$ cat src/rtl/trap_seq_pkg.sv
package trap_seq_pkg;

    localparam int WORD_W = 16;
    localparam int LEVELS = 8;
    localparam int PRIO_W = 3;
    localparam int FLAG_W = 3;

    // fault cause flag positions on the bus_fault input
    localparam int FLAG_ODD = 0;
    localparam int FLAG_NXM = 1;
    localparam int FLAG_TMO = 2;

    typedef enum logic [1:0] {
        RS_HALT = 2'd0,
        RS_RUN  = 2'd1,
        RS_WAIT = 2'd2
    } run_state_e;

    typedef enum logic [2:0] {
        ST_IDLE,
        ST_GET_PSW,
        ST_PUSH_PSW,
        ST_PUSH_PC,
        ST_GET_PC,
        ST_COMMIT
    } seq_state_e;

    typedef enum logic [1:0] {
        SRC_NONE,
        SRC_SOFT,
        SRC_DEV,
        SRC_FAULT
    } src_e;

    typedef struct packed {
        logic              hit;
        src_e              src;
        logic [PRIO_W-1:0] level;
        logic [WORD_W-1:0] vector;
    } grant_t;

    function automatic logic [LEVELS-1:0] level_onehot(input logic [PRIO_W-1:0] lv);
        logic [LEVELS-1:0] oh;
        oh     = '0;
        oh[lv] = 1'b1;
        return oh;
    endfunction

endpackage

$ cat src/rtl/trap_irq_arbiter.sv
module trap_irq_arbiter
    import trap_seq_pkg::*;
#(
    parameter int                SOFT_BASE = 8,
    parameter int                PRIO_LSB  = 5,
    parameter logic [WORD_W-1:0] VEC_SOFT  = 16'h00A0
) (
    input  logic [WORD_W-1:0]        psw_i,
    input  logic [WORD_W-1:0]        sw_req_i,
    input  logic [LEVELS-1:0]        dev_req_i,
    input  logic [LEVELS*WORD_W-1:0] dev_vec_i,
    output grant_t                   grant_o
);

    logic [PRIO_W-1:0] cur_prio;
    logic              unused_inputs;

    assign cur_prio      = psw_i[PRIO_LSB +: PRIO_W];
    // level 0 and the non-level bits are never examined
    assign unused_inputs = ^{psw_i, sw_req_i, dev_req_i, dev_vec_i};

    // top-down scan; at a given level the programmed request goes first
    always_comb begin
        grant_o = '0;
        for (int lv = LEVELS - 1; lv >= 1; lv--) begin
            if (!grant_o.hit && (lv > int'(cur_prio))) begin
                if (sw_req_i[SOFT_BASE + lv]) begin
                    grant_o.hit    = 1'b1;
                    grant_o.src    = SRC_SOFT;
                    grant_o.level  = PRIO_W'(lv);
                    grant_o.vector = VEC_SOFT;
                end else if (dev_req_i[lv]) begin
                    grant_o.hit    = 1'b1;
                    grant_o.src    = SRC_DEV;
                    grant_o.level  = PRIO_W'(lv);
                    grant_o.vector = dev_vec_i[lv*WORD_W +: WORD_W];
                end
            end
        end
    end

endmodule

$ cat src/rtl/trap_fault_log.sv
module trap_fault_log
    import trap_seq_pkg::*;
#(
    parameter int ODD_BIT = 6,
    parameter int NXM_BIT = 5,
    parameter int TMO_BIT = 4
) (
    input  logic              clk,
    input  logic              rst,
    input  logic              take_i,
    input  logic [FLAG_W-1:0] flags_i,
    output logic [WORD_W-1:0] err_o
);

    // cause bits are sticky: they are only ever set
    always_ff @(posedge clk) begin
        if (rst) begin
            err_o <= '0;
        end else if (take_i) begin
            if (flags_i[FLAG_ODD]) err_o[ODD_BIT] <= 1'b1;
            if (flags_i[FLAG_NXM]) err_o[NXM_BIT] <= 1'b1;
            if (flags_i[FLAG_TMO]) err_o[TMO_BIT] <= 1'b1;
        end
    end

endmodule

$ cat src/rtl/trap_vector_fsm.sv
module trap_vector_fsm
    import trap_seq_pkg::*;
(
    input  logic              clk,
    input  logic              rst,
    input  logic              start_i,
    input  logic [WORD_W-1:0] vec_i,
    input  src_e              src_i,
    input  logic [PRIO_W-1:0] level_i,
    input  logic [WORD_W-1:0] psw_i,
    input  logic [WORD_W-1:0] pc_i,
    input  logic [WORD_W-1:0] sp_i,
    input  logic [WORD_W-1:0] mem_rdata_i,
    input  logic              mem_ack_i,
    output logic              mem_req_o,
    output logic              mem_we_o,
    output logic [WORD_W-1:0] mem_addr_o,
    output logic [WORD_W-1:0] mem_wdata_o,
    output logic              busy_o,
    output logic              load_o,
    output logic [WORD_W-1:0] new_pc_o,
    output logic [WORD_W-1:0] new_psw_o,
    output logic [WORD_W-1:0] new_sp_o,
    output logic [LEVELS-1:0] dev_ack_o
);

    localparam logic [WORD_W-1:0] STEP_ONE = WORD_W'(2);
    localparam logic [WORD_W-1:0] STEP_TWO = WORD_W'(4);

    seq_state_e        state;
    src_e              src_r;
    logic [PRIO_W-1:0] lvl_r;
    logic [WORD_W-1:0] vec_r;
    logic [WORD_W-1:0] old_psw_r;
    logic [WORD_W-1:0] old_pc_r;
    logic [WORD_W-1:0] sp_r;
    logic [WORD_W-1:0] psw_r;
    logic [WORD_W-1:0] pc_r;

    always_ff @(posedge clk) begin
        if (rst) begin
            state     <= ST_IDLE;
            src_r     <= SRC_NONE;
            lvl_r     <= '0;
            vec_r     <= '0;
            old_psw_r <= '0;
            old_pc_r  <= '0;
            sp_r      <= '0;
            psw_r     <= '0;
            pc_r      <= '0;
        end else begin
            unique case (state)
                ST_IDLE: begin
                    if (start_i) begin
                        vec_r     <= vec_i;
                        src_r     <= src_i;
                        lvl_r     <= level_i;
                        old_psw_r <= psw_i;
                        old_pc_r  <= pc_i;
                        sp_r      <= sp_i;
                        state     <= ST_GET_PSW;
                    end
                end
                ST_GET_PSW: begin
                    if (mem_ack_i) begin
                        psw_r <= mem_rdata_i;
                        state <= ST_PUSH_PSW;
                    end
                end
                ST_PUSH_PSW: begin
                    if (mem_ack_i) state <= ST_PUSH_PC;
                end
                ST_PUSH_PC: begin
                    if (mem_ack_i) state <= ST_GET_PC;
                end
                ST_GET_PC: begin
                    if (mem_ack_i) begin
                        pc_r  <= mem_rdata_i;
                        state <= ST_COMMIT;
                    end
                end
                ST_COMMIT: state <= ST_IDLE;
                default:   state <= ST_IDLE;
            endcase
        end
    end

    always_comb begin
        mem_req_o   = 1'b0;
        mem_we_o    = 1'b0;
        mem_addr_o  = '0;
        mem_wdata_o = '0;
        unique case (state)
            ST_GET_PSW: begin
                mem_req_o  = 1'b1;
                mem_addr_o = vec_r + STEP_ONE;
            end
            ST_PUSH_PSW: begin
                mem_req_o   = 1'b1;
                mem_we_o    = 1'b1;
                mem_addr_o  = sp_r - STEP_ONE;
                mem_wdata_o = old_psw_r;
            end
            ST_PUSH_PC: begin
                mem_req_o   = 1'b1;
                mem_we_o    = 1'b1;
                mem_addr_o  = sp_r - STEP_TWO;
                mem_wdata_o = old_pc_r;
            end
            ST_GET_PC: begin
                mem_req_o  = 1'b1;
                mem_addr_o = vec_r;
            end
            default: ;
        endcase
    end

    assign busy_o    = (state != ST_IDLE);
    assign load_o    = (state == ST_COMMIT);
    assign new_pc_o  = pc_r;
    assign new_psw_o = psw_r;
    assign new_sp_o  = sp_r - STEP_TWO;
    assign dev_ack_o = (load_o && (src_r == SRC_DEV)) ? level_onehot(lvl_r) : '0;

endmodule

$ cat src/rtl/trap_sequencer.sv
module trap_sequencer
    import trap_seq_pkg::*;
#(
    parameter int                SOFT_BASE   = 8,
    parameter int                PRIO_LSB    = 5,
    parameter logic [WORD_W-1:0] VEC_SOFT    = 16'h00A0,
    parameter logic [WORD_W-1:0] VEC_BUS     = 16'h0004,
    parameter logic [WORD_W-1:0] VEC_ILLEGAL = 16'h0010,
    parameter int                ERR_ODD_BIT = 6,
    parameter int                ERR_NXM_BIT = 5,
    parameter int                ERR_TMO_BIT = 4
) (
    input  logic                     clk,
    input  logic                     rst,
    input  logic [1:0]               run_state_i,
    input  logic                     step_i,
    input  logic [FLAG_W-1:0]        bus_fault_i,
    input  logic                     illegal_i,
    input  logic [WORD_W-1:0]        psw_i,
    input  logic [WORD_W-1:0]        sw_req_i,
    input  logic [LEVELS-1:0]        dev_req_i,
    input  logic [LEVELS*WORD_W-1:0] dev_vec_i,
    input  logic [WORD_W-1:0]        pc_i,
    input  logic [WORD_W-1:0]        sp_i,
    output logic                     mem_req_o,
    output logic                     mem_we_o,
    output logic [WORD_W-1:0]        mem_addr_o,
    output logic [WORD_W-1:0]        mem_wdata_o,
    input  logic [WORD_W-1:0]        mem_rdata_i,
    input  logic                     mem_ack_i,
    output logic                     busy_o,
    output logic                     exec_o,
    output logic                     wake_o,
    output logic                     load_o,
    output logic [WORD_W-1:0]        new_pc_o,
    output logic [WORD_W-1:0]        new_psw_o,
    output logic [WORD_W-1:0]        new_sp_o,
    output logic [LEVELS-1:0]        dev_ack_o,
    output logic [WORD_W-1:0]        cpu_err_o
);

    run_state_e        rs;
    grant_t            grant;
    logic              active;
    logic              bus_hit;
    logic              take_fault;
    logic              take_irq;
    logic              start;
    logic [WORD_W-1:0] start_vec;
    src_e              start_src;
    logic              exec_q;
    logic              wake_q;

    assign rs = run_state_e'(run_state_i);

    trap_irq_arbiter #(
        .SOFT_BASE (SOFT_BASE),
        .PRIO_LSB  (PRIO_LSB),
        .VEC_SOFT  (VEC_SOFT)
    ) u_arb (
        .psw_i     (psw_i),
        .sw_req_i  (sw_req_i),
        .dev_req_i (dev_req_i),
        .dev_vec_i (dev_vec_i),
        .grant_o   (grant)
    );

    // decision at the boundary: faults first, then the arbiter's grant
    assign active     = !busy_o && (rs != RS_HALT);
    assign bus_hit    = |bus_fault_i;
    assign take_fault = active && (bus_hit || illegal_i);
    assign take_irq   = active && !take_fault && step_i && grant.hit;
    assign start      = take_fault || take_irq;
    assign start_src  = take_fault ? SRC_FAULT : grant.src;

    always_comb begin
        if (take_fault) start_vec = bus_hit ? VEC_BUS : VEC_ILLEGAL;
        else            start_vec = grant.vector;
    end

    always_ff @(posedge clk) begin
        if (rst) begin
            exec_q <= 1'b0;
            wake_q <= 1'b0;
        end else begin
            exec_q <= active && !take_fault && step_i && !grant.hit && (rs == RS_RUN);
            wake_q <= take_irq && (rs == RS_WAIT);
        end
    end

    assign exec_o = exec_q;
    assign wake_o = wake_q;

    trap_fault_log #(
        .ODD_BIT (ERR_ODD_BIT),
        .NXM_BIT (ERR_NXM_BIT),
        .TMO_BIT (ERR_TMO_BIT)
    ) u_log (
        .clk     (clk),
        .rst     (rst),
        .take_i  (take_fault && bus_hit),
        .flags_i (bus_fault_i),
        .err_o   (cpu_err_o)
    );

    trap_vector_fsm u_fsm (
        .clk         (clk),
        .rst         (rst),
        .start_i     (start),
        .vec_i       (start_vec),
        .src_i       (start_src),
        .level_i     (grant.level),
        .psw_i       (psw_i),
        .pc_i        (pc_i),
        .sp_i        (sp_i),
        .mem_rdata_i (mem_rdata_i),
        .mem_ack_i   (mem_ack_i),
        .mem_req_o   (mem_req_o),
        .mem_we_o    (mem_we_o),
        .mem_addr_o  (mem_addr_o),
        .mem_wdata_o (mem_wdata_o),
        .busy_o      (busy_o),
        .load_o      (load_o),
        .new_pc_o    (new_pc_o),
        .new_psw_o   (new_psw_o),
        .new_sp_o    (new_sp_o),
        .dev_ack_o   (dev_ack_o)
    );

endmodule

$ cat config.mk
export PLATFORM = sky130hd
export DESIGN_NAME = trap_sequencer
export DESIGN_NICKNAME = d
export VERILOG_FILES = /design/src/rtl/trap_seq_pkg.sv /design/src/rtl/trap_irq_arbiter.sv /design/src/rtl/trap_fault_log.sv /design/src/rtl/trap_vector_fsm.sv /design/src/rtl/trap_sequencer.sv
export SDC_FILE = /design/constraint.sdc
export NUM_CORES = 1
export LEC_CHECK = 0
export ABC_AREA = 1
export BUFFER_PORTS_ARGS = -buffer_cell sky130_fd_sc_hd__buf_2
export CAP_MARGIN = 40
export CORE_ASPECT_RATIO = 0.7
export CORE_UTILIZATION = 40
export CTS_BUF_LIST = sky130_fd_sc_hd__clkbuf_16
export DETAILED_ROUTE_END_ITERATION = 16
export PLACE_DENSITY = 0.73
export SETUP_SLACK_MARGIN = 0.2
export SKIP_CTS_REPAIR_TIMING = 1
export SLEW_MARGIN = 20
export SYNTH_ARGS = -nofsm -noshare
export SYNTH_HDL_FRONTEND = slang
export SYNTH_SLANG_ARGS = --single-unit
$ cat constraint.sdc
create_clock -name clk -period 2.06 [get_ports clk]
set_input_delay 0.103 -clock clk [delete_from_list [all_inputs] [get_ports clk]]
set_output_delay 0.103 -clock clk [all_outputs]
set_load 0.01 [all_outputs]
---- Word-level counts from Yosys, hierarchy flattened ----
Cells that the tools add are included.
storage, ports and cells
  flip-flop bits (word level) ............. 109
  bits in latches ......................... 0
  memory bits (writable) .................. 0
  ROM bits ................................ 0
  input port bits ......................... 226
  output and inout port bits .............. 110
  word-level logic and storage cells ...... 117
  memories kept ........................... 0
cells by class
  add/sub/neg operators ................... 3
  multipliers ............................. 0
  divide/modulo/power cells ............... 0
  magnitude comparators ................... 9
  equal/unequal tests ..................... 13
  shifts and indexed selects .............. 0
  multiplexer cells ....................... 37
  bitwise gates (word level) .............. 0
  reduce and logical (&&, ||, !) cells .... 41
operators by type and width
  kind                   count
  $mux 22                21
  $pmux 16 s4            1
  $pmux 16 s2            1
  $logic_and 1x1->1      17
  $add 16x2->16 const B  1
  $mux 16                1
  $sub 16x2->16 const B  1
  $sub 16x3->16 const B  1
  $mux 3                 5
  $pmux 3 s5             1
  $gt 3x3->1 const A     4
  $reduce_and 2->1       6
  $ne 2x2->1 const B     5
  $logic_not 1->1        9
  $mux 8                 1
  $eq 3x2->1 const B     2
  $eq 3x3->1 const B     2
  $gt 2x3->1 const A     2
  $mux 5                 1
  $reduce_and 5->1       1
  $eq 2x2->1 const B     2
  $lt 3x4->1 const B     1
  $reduce_or 4->1        1
  $demux 1 s3            1
  other kinds (12)       15

---- Logic depth before layout (Yosys ltp) ----
Gate-level depths: netlist (run 1).
  depth in word-level cells ............... 25
  gate-level depth with buffers ........... 19
  mapped depth without buffers ............ 18

---- Cells and area by module ----
Synthesis (run 1) repeated with hierarchy kept, for this count alone.
unflattened totals
  cells, all modules ...................... 1255
  area, all modules ....................... 7551.0 um^2
by module, submodules not included
  module            times used  cells an instance  area each (um^2)  seq. area each (um^2)
  trap_vector_fsm   1           782                5215.0            2082.0
  trap_irq_arbiter  1           384                1830.5            0.0
  trap_sequencer    1           63                 306.5             40.0
  trap_fault_log    1           26                 198.9             60.1

---- Least setup slack after synthesis (run 1) ----
OpenSTA, ideal clock, no wires.
  path type ............................... input to register
  start ................................... in dev_req_i[7]
  end ..................................... reg u_fsm.vec_r[10]
  library setup time ...................... 0.113 ns
  arrival ................................. 1.881 ns
  data required time ...................... 1.947 ns
  path slack .............................. 0.066 ns
  cell stages on the path ................. 17
  path buffers ............................ 1
  path through ............................ nor2_2 nand3_2 nand2_1 nor2_4 nand3_1 nand3_1 nor2_4 nand4_2 nand2_2 buf_2 nand2_1 nand2_1 nand2_1 nand3_1 nand2_1 nand2_1 nor2_1
on the way
  longest elaborated chain between the ends .. 24
  elaborated cells on any way between the ends .. 37
  classes of those cells .................. 22 x mux; 15 x reduce/logical
ends and longest elaborated chain
  item                                                 RTL line                                        text
  from (decl)                                          trap_sequencer.sv:21                            input logic [LEVELS-1:0] dev_req_i,
  $mux 22 *                                            trap_irq_arbiter.sv:32                          end else if (dev_req_i[lv]) begin
  $mux 22 *                                            trap_irq_arbiter.sv:27                          if (sw_req_i[SOFT_BASE + lv]) begin
  $mux 22 *                                            trap_irq_arbiter.sv:26                          if (!grant_o.hit && (lv > int'(cur_prio))) begin
  $mux 22 / $logic_not 1->1 (equally long branches)    trap_irq_arbiter.sv:32, trap_irq_arbiter.sv:26
  $mux 22 / $logic_and 1x1->1 (equally long branches)  trap_irq_arbiter.sv:27, trap_irq_arbiter.sv:26
  $mux 22 *                                            trap_irq_arbiter.sv:26
  $mux 22 / $logic_not 1->1 (equally long branches)    trap_irq_arbiter.sv:32, trap_irq_arbiter.sv:26
  $mux 22 / $logic_and 1x1->1 (equally long branches)  trap_irq_arbiter.sv:27, trap_irq_arbiter.sv:26
  (+8 left out)                                        --
  $mux 22 / $logic_and 1x1->1 (equally long branches)  trap_irq_arbiter.sv:27, trap_irq_arbiter.sv:26
  $mux 22 *                                            trap_irq_arbiter.sv:26
  $mux 22 / $logic_not 1->1 (equally long branches)    trap_irq_arbiter.sv:32, trap_irq_arbiter.sv:26
  $mux 22 / $logic_and 1x1->1 (equally long branches)  trap_irq_arbiter.sv:27, trap_irq_arbiter.sv:26
  $mux 22 *                                            trap_irq_arbiter.sv:26
  $logic_and 1x1->1                                    trap_sequencer.sv:72                            assign take_irq = active && !take_fault && step_i && grant.hit;
  $logic_or 1x1->1                                     trap_sequencer.sv:73                            assign start = take_fault || take_irq;
  $reduce_and 2->1 (no line)                           --
  to (signal assigned)                                 trap_vector_fsm.sv:55                           vec_r <= vec_i;
  to (decl)                                            trap_vector_fsm.sv:33                           logic [WORD_W-1:0] vec_r;
Every way passes the cells marked *; elsewhere a longest branch is shown, timed or not.
A chain may end at the register's enable or synchronous reset.

---- Worst setup path in the final report (run 1) ----
  start ................................... reg u_fsm.vec_r[2]
  end ..................................... out mem_addr_o[15]
on the way
  longest elaborated chain between the ends .. 2
ends and longest elaborated chain
  item           RTL line               text
  $add 16x2->16  trap_vector_fsm.sv:96  mem_addr_o = vec_r + STEP_ONE;
  $pmux 16 s4    trap_vector_fsm.sv:93  unique case (state)
  to (decl)      trap_sequencer.sv:27   output logic [WORD_W-1:0] mem_addr_o,
No other way between the ends.

==> metrics.cfg, run 1 <==
[timing]
post-route-period-util_pct = 129
final.setup.tns_ns = -3.41
timing.final.hold_violations = 14
worstMarginPinSlew_ns = 0.620
final_setup_slack_of_the_worst_path_ns = -0.598
final-setup-viol-count = 14
finalMaxSlewViolations = 0
max_clock_freq_mhz = 376
clock-skew-final_ns = 0.0131
finalCriticalPeriod_ns = 2.66
whs_ns = -0.0222
rsz0062_at_grt = true
slew-limit-headroom_pct = 58.5

[global_routing]
grt_pass1_vias = 8115
antenna_found_initial = 1
grt_start_max_net_pins = 49
gr-total-overflow = 0
global_route_wire_length_before_repair_um = 40000
grt.total_usage_pct = 26.7

[worst_setup_path]
cp_common_cell = nor2_4
worst_setup_path_end_kind = primary output
worst_path_largest_cell_delay_ns = 0.36
cp_slowest_cell = dfxtp_2
worst-endpoint-arrival_ns = 2.56
critical_path_class = reg2out
worstSetupPathDepth = 19
critPathBufInv = 6
critical_path.startpoint_type = register
cp.required_ns = 1.96
crit_path_cell_trace = ha_4, nand2_4, nor2_2, inv_1, nor2_1, inv_1, nor2_2, inv_2, nor2_4, inv_2, nor2_4, inv_2, nor2_4, nand3_4, nor2_4, a21oi_2, o21ai_1, nand4_1, buf_2
critical_path_peak_fanout = 2
worst-r2r-cell-count = 13
critPathTopFamily = simple AND/OR/NAND/NOR gates

[power]
vdd.ir_drop.worst_mv = 0.827
leakagePower_uw = 0.00582
power.density_cell_area_nw_per_um2 = 1110
design_power_total_uw = 13800

[synthesis]
synth.ff_latch_count = 109
netlist_instances = 1143
synth_top_cell_area_share_pct = 30.9
synth.distinct_cells = 43
synthMostInstantiatedCell = nand2_1
synthesis.area_per_instance_um2 = 6.17
synth_top_cell_by_area = dfxtp_1
number_of_enable_type_register_cells_in_the_synthesized_netlist = 0
synth.cell_area_um2 = 7050
top_cell_types_by_occurrence_after_synthesis = nand2_1 (258), nor2_1 (227), dfxtp_1 (109), nand3_1 (87), inv_1 (83)
synth_sequential_area_ratio_pct = 30.9
synthTopCellsByArea = dfxtp_1 (31%), nand2_1 (14%), nor2_1 (12%), nand3_1 (6.2%), o21ai_0 (4.8%)
synth_ff_type = dfxtp_1
ys_async_sr_fraction_pct = 0
ys.warnings.count = 0

[clock_tree]
tritoncts.num_buffers = 9
worst_setup_hold_path_clk_slew_ns = 0.08
clock_path_buffers = 2
clkSinkCount = 109
cts_tree = built
insertion_delay_to_the_later_sink_of_the_worst_skew_pair_ns = 0.37
cts.root.buffer_cell = clkbuf_16
htreeDepth = 3

[worst_hold_path]
hold_depth = 3
worst_hold_path_class = in2reg

[final_layout]
drive_above_1_share_pct = 48.7
area.sequential_um2 = 2210
nets = 1806
nFillCells = 1366
area_delta_synth_final_pct = 76.6
non_filler_cells_final = 1813
multi_input_comb_area_um2 = 5490

[drt]
vias = 9876
post_drt_wl_per_cell_um = 17.6
drt_iter0_drc = 799
final_antenna_net_count = 0
drt-total-wl_um = 31900
drt_pass_1_iters = 5
remaining_drc_errors = 0
vias_per_cell = 5.45

[place]
gp_congestion = 0.925
hpwlAfterDp_um = 19300
port_buffers = 296
place_ws_ns = -0.259
dp_cells = 1689

[die]
floorplan.io_pins = 336
dieArea_um2 = 18200
core-area_um2 = 17200
dieWidth_um = 161
placementRows = 40
die_height_um = 113
floorplan.initialDensity_pct = 41.0

[run]
drv.max_cap_violation_count = 0

[status]
violated_checks = negative hold slack, negative setup slack
outcome = finished, violations left

state kept, by name (all words and copies together) (netlist names), 3 cells and up:
signal           cells
u_fsm.lvl_r          3
u_fsm.new_pc_o      16
u_fsm.new_psw_o     16
u_fsm.old_pc_r      16
u_fsm.old_psw_r     16
u_fsm.sp_r          16
u_fsm.state          3
u_fsm.vec_r         16
u_log.err_o          3
worst paths after layout:
path                                    from                               to  slack [ns]
max              u_fsm.vec_r[2]$_SDFFE_PP0P_                   mem_addr_o[15]       -0.60
min                                  sp_i[8]       u_fsm.sp_r[8]$_SDFFE_PP0P_       -0.02
max reg2reg      u_fsm.state[1]$_SDFFE_PP0P_  u_fsm.old_pc_r[14]$_SDFFE_PP0P_        0.09
min reg2reg  u_fsm.new_pc_o[12]$_SDFFE_PP0P_  u_fsm.new_pc_o[12]$_SDFFE_PP0P_        0.46
cell families (layout without fill, tap and decap cells):
| group | after synthesis | in the layout | synth area share [%] |
|---|---|---|---|
| AOI/OAI and AO/OA | 211 | 211 | 17.8 |
| xor gates and xnor gates | 13 | 13 | 1.61 |
| adders and majority gates | 4 | 4 | 0.709 |
| buffers and inverters | 166 | 592 | 10.3 |
| DFF | 109 | 109 | 30.9 |
| other | 1 | 14 | 0.0532 |
| and+or+nand+nor | 639 | 639 | 38.5 |
worst register-to-register path, stage by stage (launching register included):
cell and delay [ns]:
dfxtp_4 0.37, buf_4 0.14, nor2_2 0.09, inv_2 0.07, nor2_4 0.16, o21ai_4 0.11
nor2_4 0.14, nand2_4 0.09, nand2_8 0.11, buf_12 0.15, clkinv_16 0.09, clkbuf_16 0.20
nor2_4 0.11, nor2_1 0.05
placed cells by master (no fill, tap or decap), types with 12 or more instances in the layout:
cell type,instances
nand2_4,12
nand2_2,29
buf_6,30
o21ai_0,34
clkbuf_16,29
buf_12,18
inv_1,62
nand3_2,22
buf_4,90
nor2_1,136
nand2_1,221
dlygate4sd3_1,29
o21ai_1,16
dfxtp_1,95
nand3_1,61
conb_1,13
a22o_1,17
a21oi_1,34
o211ai_1,23
o21ai_2,45
nor2_2,34
inv_2,20
nand4_1,34
nor2_4,64
buf_2,292
area by class of cell:
class | count | share of cell area (%)
flip-flops and latches | 109 | 17.7
clock buffers | 9 | 1.81
multi-input cells | 880 | 44.1
inverters | 88 | 3.00
repair inverters | 2 | 0.171
well taps | 231 | 2.32
diodes | 1 | 0.0201
repair buffers | 486 | 30.1
clock inverters | 7 | 0.693
report_power, final:
group	switching (uW)	internal, uW	total (uW)
registers	652	2740	3390
logic	4790	3800	8590
clock network	973	879	1850
routing by layer:
layer	vias to the layer above	global-route usage (%)	wire, um
met1	4646	38.2	13600
met3	71	6.09	2870
met5	-	0	0
met2	521	40.2	14600
li1	4638	-	-
met4	0	7.23	823
through the flow:
stage          hold slack [ns]  util, %  area (um^2)
2_1_floorplan            0.182        -         7180
3_3_place_gp             0.297     54.3         9350
3_5_place_dp             0.303     54.3         9350
4_1_cts                -0.0875     56.1         9660
5_1_grt              -0.000270     72.3        12500
6_report               -0.0222     72.4        12500
(Power assumes the default switching activity.)
==> inputs of run 2 (changes only) <==
--- a/config.mk
+++ b/config.mk
@@ -5,14 +5,13 @@
 export SDC_FILE = /design/constraint.sdc
 export NUM_CORES = 1
 export LEC_CHECK = 0
-export ABC_AREA = 1
 export BUFFER_PORTS_ARGS = -buffer_cell sky130_fd_sc_hd__buf_2
 export CAP_MARGIN = 40
 export CORE_ASPECT_RATIO = 0.7
 export CORE_UTILIZATION = 40
 export CTS_BUF_LIST = sky130_fd_sc_hd__clkbuf_16
 export DETAILED_ROUTE_END_ITERATION = 16
-export PLACE_DENSITY = 0.73
+export PLACE_DENSITY = 0.74
 export SETUP_SLACK_MARGIN = 0.2
 export SKIP_CTS_REPAIR_TIMING = 1
 export SLEW_MARGIN = 20
==> run 2 against run 1 <==
  * Via count down 12%
  * Setup slack gained 0.47 ns
  * Design area is 13% lower
  * Critical endpoint is now mem_addr_o[14]
  * The run still ends with negative hold slack, negative setup slack left
==> metrics.cfg, run 2 <==
[status]
outcome = finished, violations left  ; unchanged
violated_checks = negative hold slack, negative setup slack  ; unchanged

[synthesis]
synth.ff_latch_count = 109  ; unchanged
synth.cell_area_um2 = 6720  ; was 7050 um^2
synthTopCellsByArea = dfxtp_1 (32%), nand2_1 (11%), a21oi_1 (8.4%), nor2_1 (4.3%), xnor2_1 (2.7%)  ; was dfxtp_1 (31%), nand2_1 (14%), nor2_1 (12%), nand3_1 (6.2%), o21ai_0 (4.8%)
synthMostInstantiatedCell = nand2_1  ; unchanged
ys_async_sr_fraction_pct = 0  ; unchanged
synth_sequential_area_ratio_pct = 32.5  ; was 30.9%
synth_top_cell_area_share_pct = 32.5  ; was 30.9%
synthesis.area_per_instance_um2 = 7.30  ; was 6.17 um^2
synth_ff_type = dfxtp_1  ; unchanged
top_cell_types_by_occurrence_after_synthesis = nand2_1 (203), a21oi_1 (113), dfxtp_1 (109), nor2_1 (77), clkbuf_1 (45)  ; was nand2_1 (258), nor2_1 (227), dfxtp_1 (109), nand3_1 (87), inv_1 (83)
number_of_enable_type_register_cells_in_the_synthesized_netlist = 0  ; unchanged
synth.distinct_cells = 75  ; was 43
netlist_instances = 921  ; was 1,143
synth_top_cell_by_area = dfxtp_1  ; unchanged
ys.warnings.count = 0  ; unchanged

[clock_tree]
clock_path_buffers = 2  ; unchanged
tritoncts.num_buffers = 9  ; unchanged
worst_setup_hold_path_clk_slew_ns = 0.09  ; was 0.08 ns
clkSinkCount = 109  ; unchanged
cts_tree = built  ; unchanged
insertion_delay_to_the_later_sink_of_the_worst_skew_pair_ns = 0.36  ; was 0.37 ns
cts.root.buffer_cell = clkbuf_16  ; unchanged
htreeDepth = 3  ; unchanged

[drt]
vias = 8688  ; was 9,876
remaining_drc_errors = 0  ; unchanged
post_drt_wl_per_cell_um = 18.3  ; was 17.6 um
final_antenna_net_count = 0  ; unchanged
drt-total-wl_um = 28300  ; was 31,900 um
vias_per_cell = 5.62  ; was 5.45
drt_pass_1_iters = 6  ; was 5
drt_iter0_drc = 824  ; was 799

[power]
power.density_cell_area_nw_per_um2 = 641  ; was 1110 nW/um^2
vdd.ir_drop.worst_mv = 0.610  ; was 0.827 mV
leakagePower_uw = 0.00471  ; was 0.00582 uW

[final_layout]
final_cell_mix = buf_2 (291), nand2_1 (195), buf_4 (100), dfxtp_1 (96), a21oi_1 (93)  ; was buf_2 (292), nand2_1 (221), nor2_1 (136), dfxtp_1 (95), buf_4 (90)
antenna-diode-count = 0  ; was 1
nFillCells = 1356  ; was 1,366
non_filler_cells_final = 1545  ; was 1,813
area_delta_synth_final_pct = 60.4  ; was 76.6%
final_area_um2 = 10800  ; was 12,500 um^2
mostFrequentLayoutCell = buf_2  ; unchanged
nets = 1545  ; was 1,806
drive_above_1_share_pct = 44.2  ; was 48.7%
area.sequential_um2 = 2210  ; about the same
multi_input_comb_area_um2 = 4890  ; was 5490 um^2

[timing]
finalMaxSlewViolations = 0  ; unchanged
rsz0062_at_grt = true  ; unchanged
worstMarginPinSlew_ns = 0.778  ; was 0.620 ns
max_clock_freq_mhz = 457  ; was 376 MHz
final-setup-viol-count = 11  ; was 14
post-route-period-util_pct = 106  ; was 129%
final_setup_slack_of_the_worst_path_ns = -0.129  ; was -0.598 ns
slew-limit-headroom_pct = 46.8  ; was 58.5%
whs_ns = -0.0127  ; was -0.0222 ns
timing.final.hold_violations = 16  ; was 14
finalCriticalPeriod_ns = 2.19  ; was 2.66 ns
clock-skew-final_ns = 0.0176  ; was 0.0131 ns

[worst_setup_path]
critical_path_class = reg2out  ; unchanged
critical_path.startpoint_type = register  ; unchanged
crit_path_cell_trace = inv_4, ha_4, nand4_1, or3_4, nor4_4, xnor2_1, o22ai_2, buf_2  ; was ha_4, nand2_4, nor2_2, inv_1, nor2_1, inv_1, nor2_2, inv_2, nor2_4, inv_2, nor2_4, inv_2, nor2_4, nand3_4, nor2_4, a21oi_2, o21ai_1, nand4_1, buf_2
cp.required_ns = 1.96  ; about the same
cp_slowest_cell = or3_4  ; was dfxtp_2
critical_path_peak_fanout = 5  ; was 2
worst_path_largest_cell_delay_ns = 0.47  ; was 0.36 ns
worst-endpoint-arrival_ns = 2.09  ; was 2.56 ns
worst_setup_path_end_kind = primary output  ; unchanged

[run]
drv.max_cap_violation_count = 0  ; unchanged

[global_routing]
gr-total-overflow = 0  ; unchanged
global_route_wire_length_before_repair_um = 38600  ; was 40,000 um
grt_pass1_vias = 7232  ; was 8,115
grt.total_usage_pct = 28.3  ; was 26.7%
grt_start_max_net_pins = 56  ; was 49
antenna_found_initial = 1  ; unchanged

[die]
die_height_um = 110  ; was 113 um
core-area_um2 = 16400  ; was 17,200 um^2
dieArea_um2 = 17300  ; was 18,200 um^2
placementRows = 39  ; was 40
dieWidth_um = 157  ; was 161 um
floorplan.initialDensity_pct = 41.0  ; about the same
floorplan.io_pins = 336  ; unchanged

[place]
area_post_placement_um2 = 9010  ; was 9350 um^2
gp_congestion = 0.993  ; was 0.925
dp_cells = 1470  ; was 1,689
hpwlAfterDp_um = 19600  ; was 19,300 um
port_buffers = 296  ; unchanged

[worst_hold_path]
worst_hold_path_class = in2reg  ; unchanged

run 2: cell types whose count changed after synthesis, moves of 20 or more:
cell,delta
nor2_1,-150
inv_1,-74
a21oi_1,+68
nand3_1,-62
nand2_1,-55
o21ai_0,-43
nand4_1,-30
o21ai_1,-30
o211ai_1,-20
xnor2_1,+20
run 2: path summary, 6_finish.rpt:
path | from | cells past startpoint | endpoint | slack [ns]
hold / removal | pc_i[11] | 3 | u_fsm.old_pc_r[11]$_SDFFE_PP0P_ | -0.01
setup / recovery | u_fsm.sp_r[3]$_SDFFE_PP0P_ | 8 | mem_addr_o[14] | -0.13
hold reg to reg | u_fsm.old_psw_r[12]$_SDFFE_PP0P_ | 2 | u_fsm.old_psw_r[12]$_SDFFE_PP0P_ | 0.45
setup reg to reg | u_fsm.state[2]$_SDFFE_PP0P_ | 7 | u_fsm.vec_r[3]$_SDFFE_PP0P_ | 0.16
run 2: per-layer routing:
layer | track usage, % | wire length [um] | share of wire, % | vias up
li1 | - | - | - | 4060
met1 | 41.4 | 12300 | 44 | 4059
met2 | 41.3 | 12400 | 44 | 520
met3 | 7.50 | 3090 | 11 | 49
met4 | 5.03 | 435 | 1.5 | 0
met5 | 0 | 0 | 0 | -
run 2: cell type report:
type | count | share of cell area, %
Timing Repair Buffer | 454 | 28.3
Sequential cell | 109 | 20.5
Inverter | 9 | 0.360
Clock inverter | 7 | 0.719
Tap cell | 225 | 2.61
Clock buffer | 9 | 2.09
Multi-Input combinational cell | 732 | 45.4
run 2: cell families (layout without fill, tap and decap cells):
| logic type | Yosys count | after routing | share of synthesized area (%) |
|---|---|---|---|
| fa+ha+maj | 4 | 4 | 0.744 |
| mux | 17 | 17 | 2.53 |
| buf+inv | 93 | 479 | 6.61 |
| xor+xnor | 32 | 32 | 4.17 |
| other cells | 1 | 13 | 0.0558 |
| compound gates | 258 | 258 | 25.7 |
| flops | 109 | 109 | 32.5 |
| simple gates | 407 | 408 | 27.7 |
run 2: report_power, final:
| group | internal (uW) | leakage [uW] | switching, uW |
|---|---|---|---|
| clock | 865 | 0.000149 | 891 |
| combinational | 1280 | 0.00366 | 1460 |
| sequential | 2270 | 0.000898 | 152 |
| total | 4410 | 0.00471 | 2500 |
run 2: per-stage QoR:
stage / util [%] / power [uW] / setup WS, ns / TNS, ns
after global placement: 54.9 / 4480 / -0.190 / -0.680
final: 65.8 / 6910 / -0.129 / -0.763
after detailed placement: 54.9 / 4500 / -0.156 / -0.734
after CTS: 56.8 / 6250 / -0.396 / -5.34
after global routing: 65.8 / 7230 / -0.229 / -1.89
after floorplan: - / 3650 / 0.0883 / 0
run 2: worst max-delay path, delay by kind of cell, from the launching register on:
family | cells | cell delay [ns]
AOI/OAI and AO/OA | 1 | 0.14
xor gates and xnor gates | 1 | 0.11
adders and majority gates | 1 | 0.15
buffers and inverters | 2 | 0.22
DFF | 1 | 0.38
and+or+nand+nor | 3 | 0.75
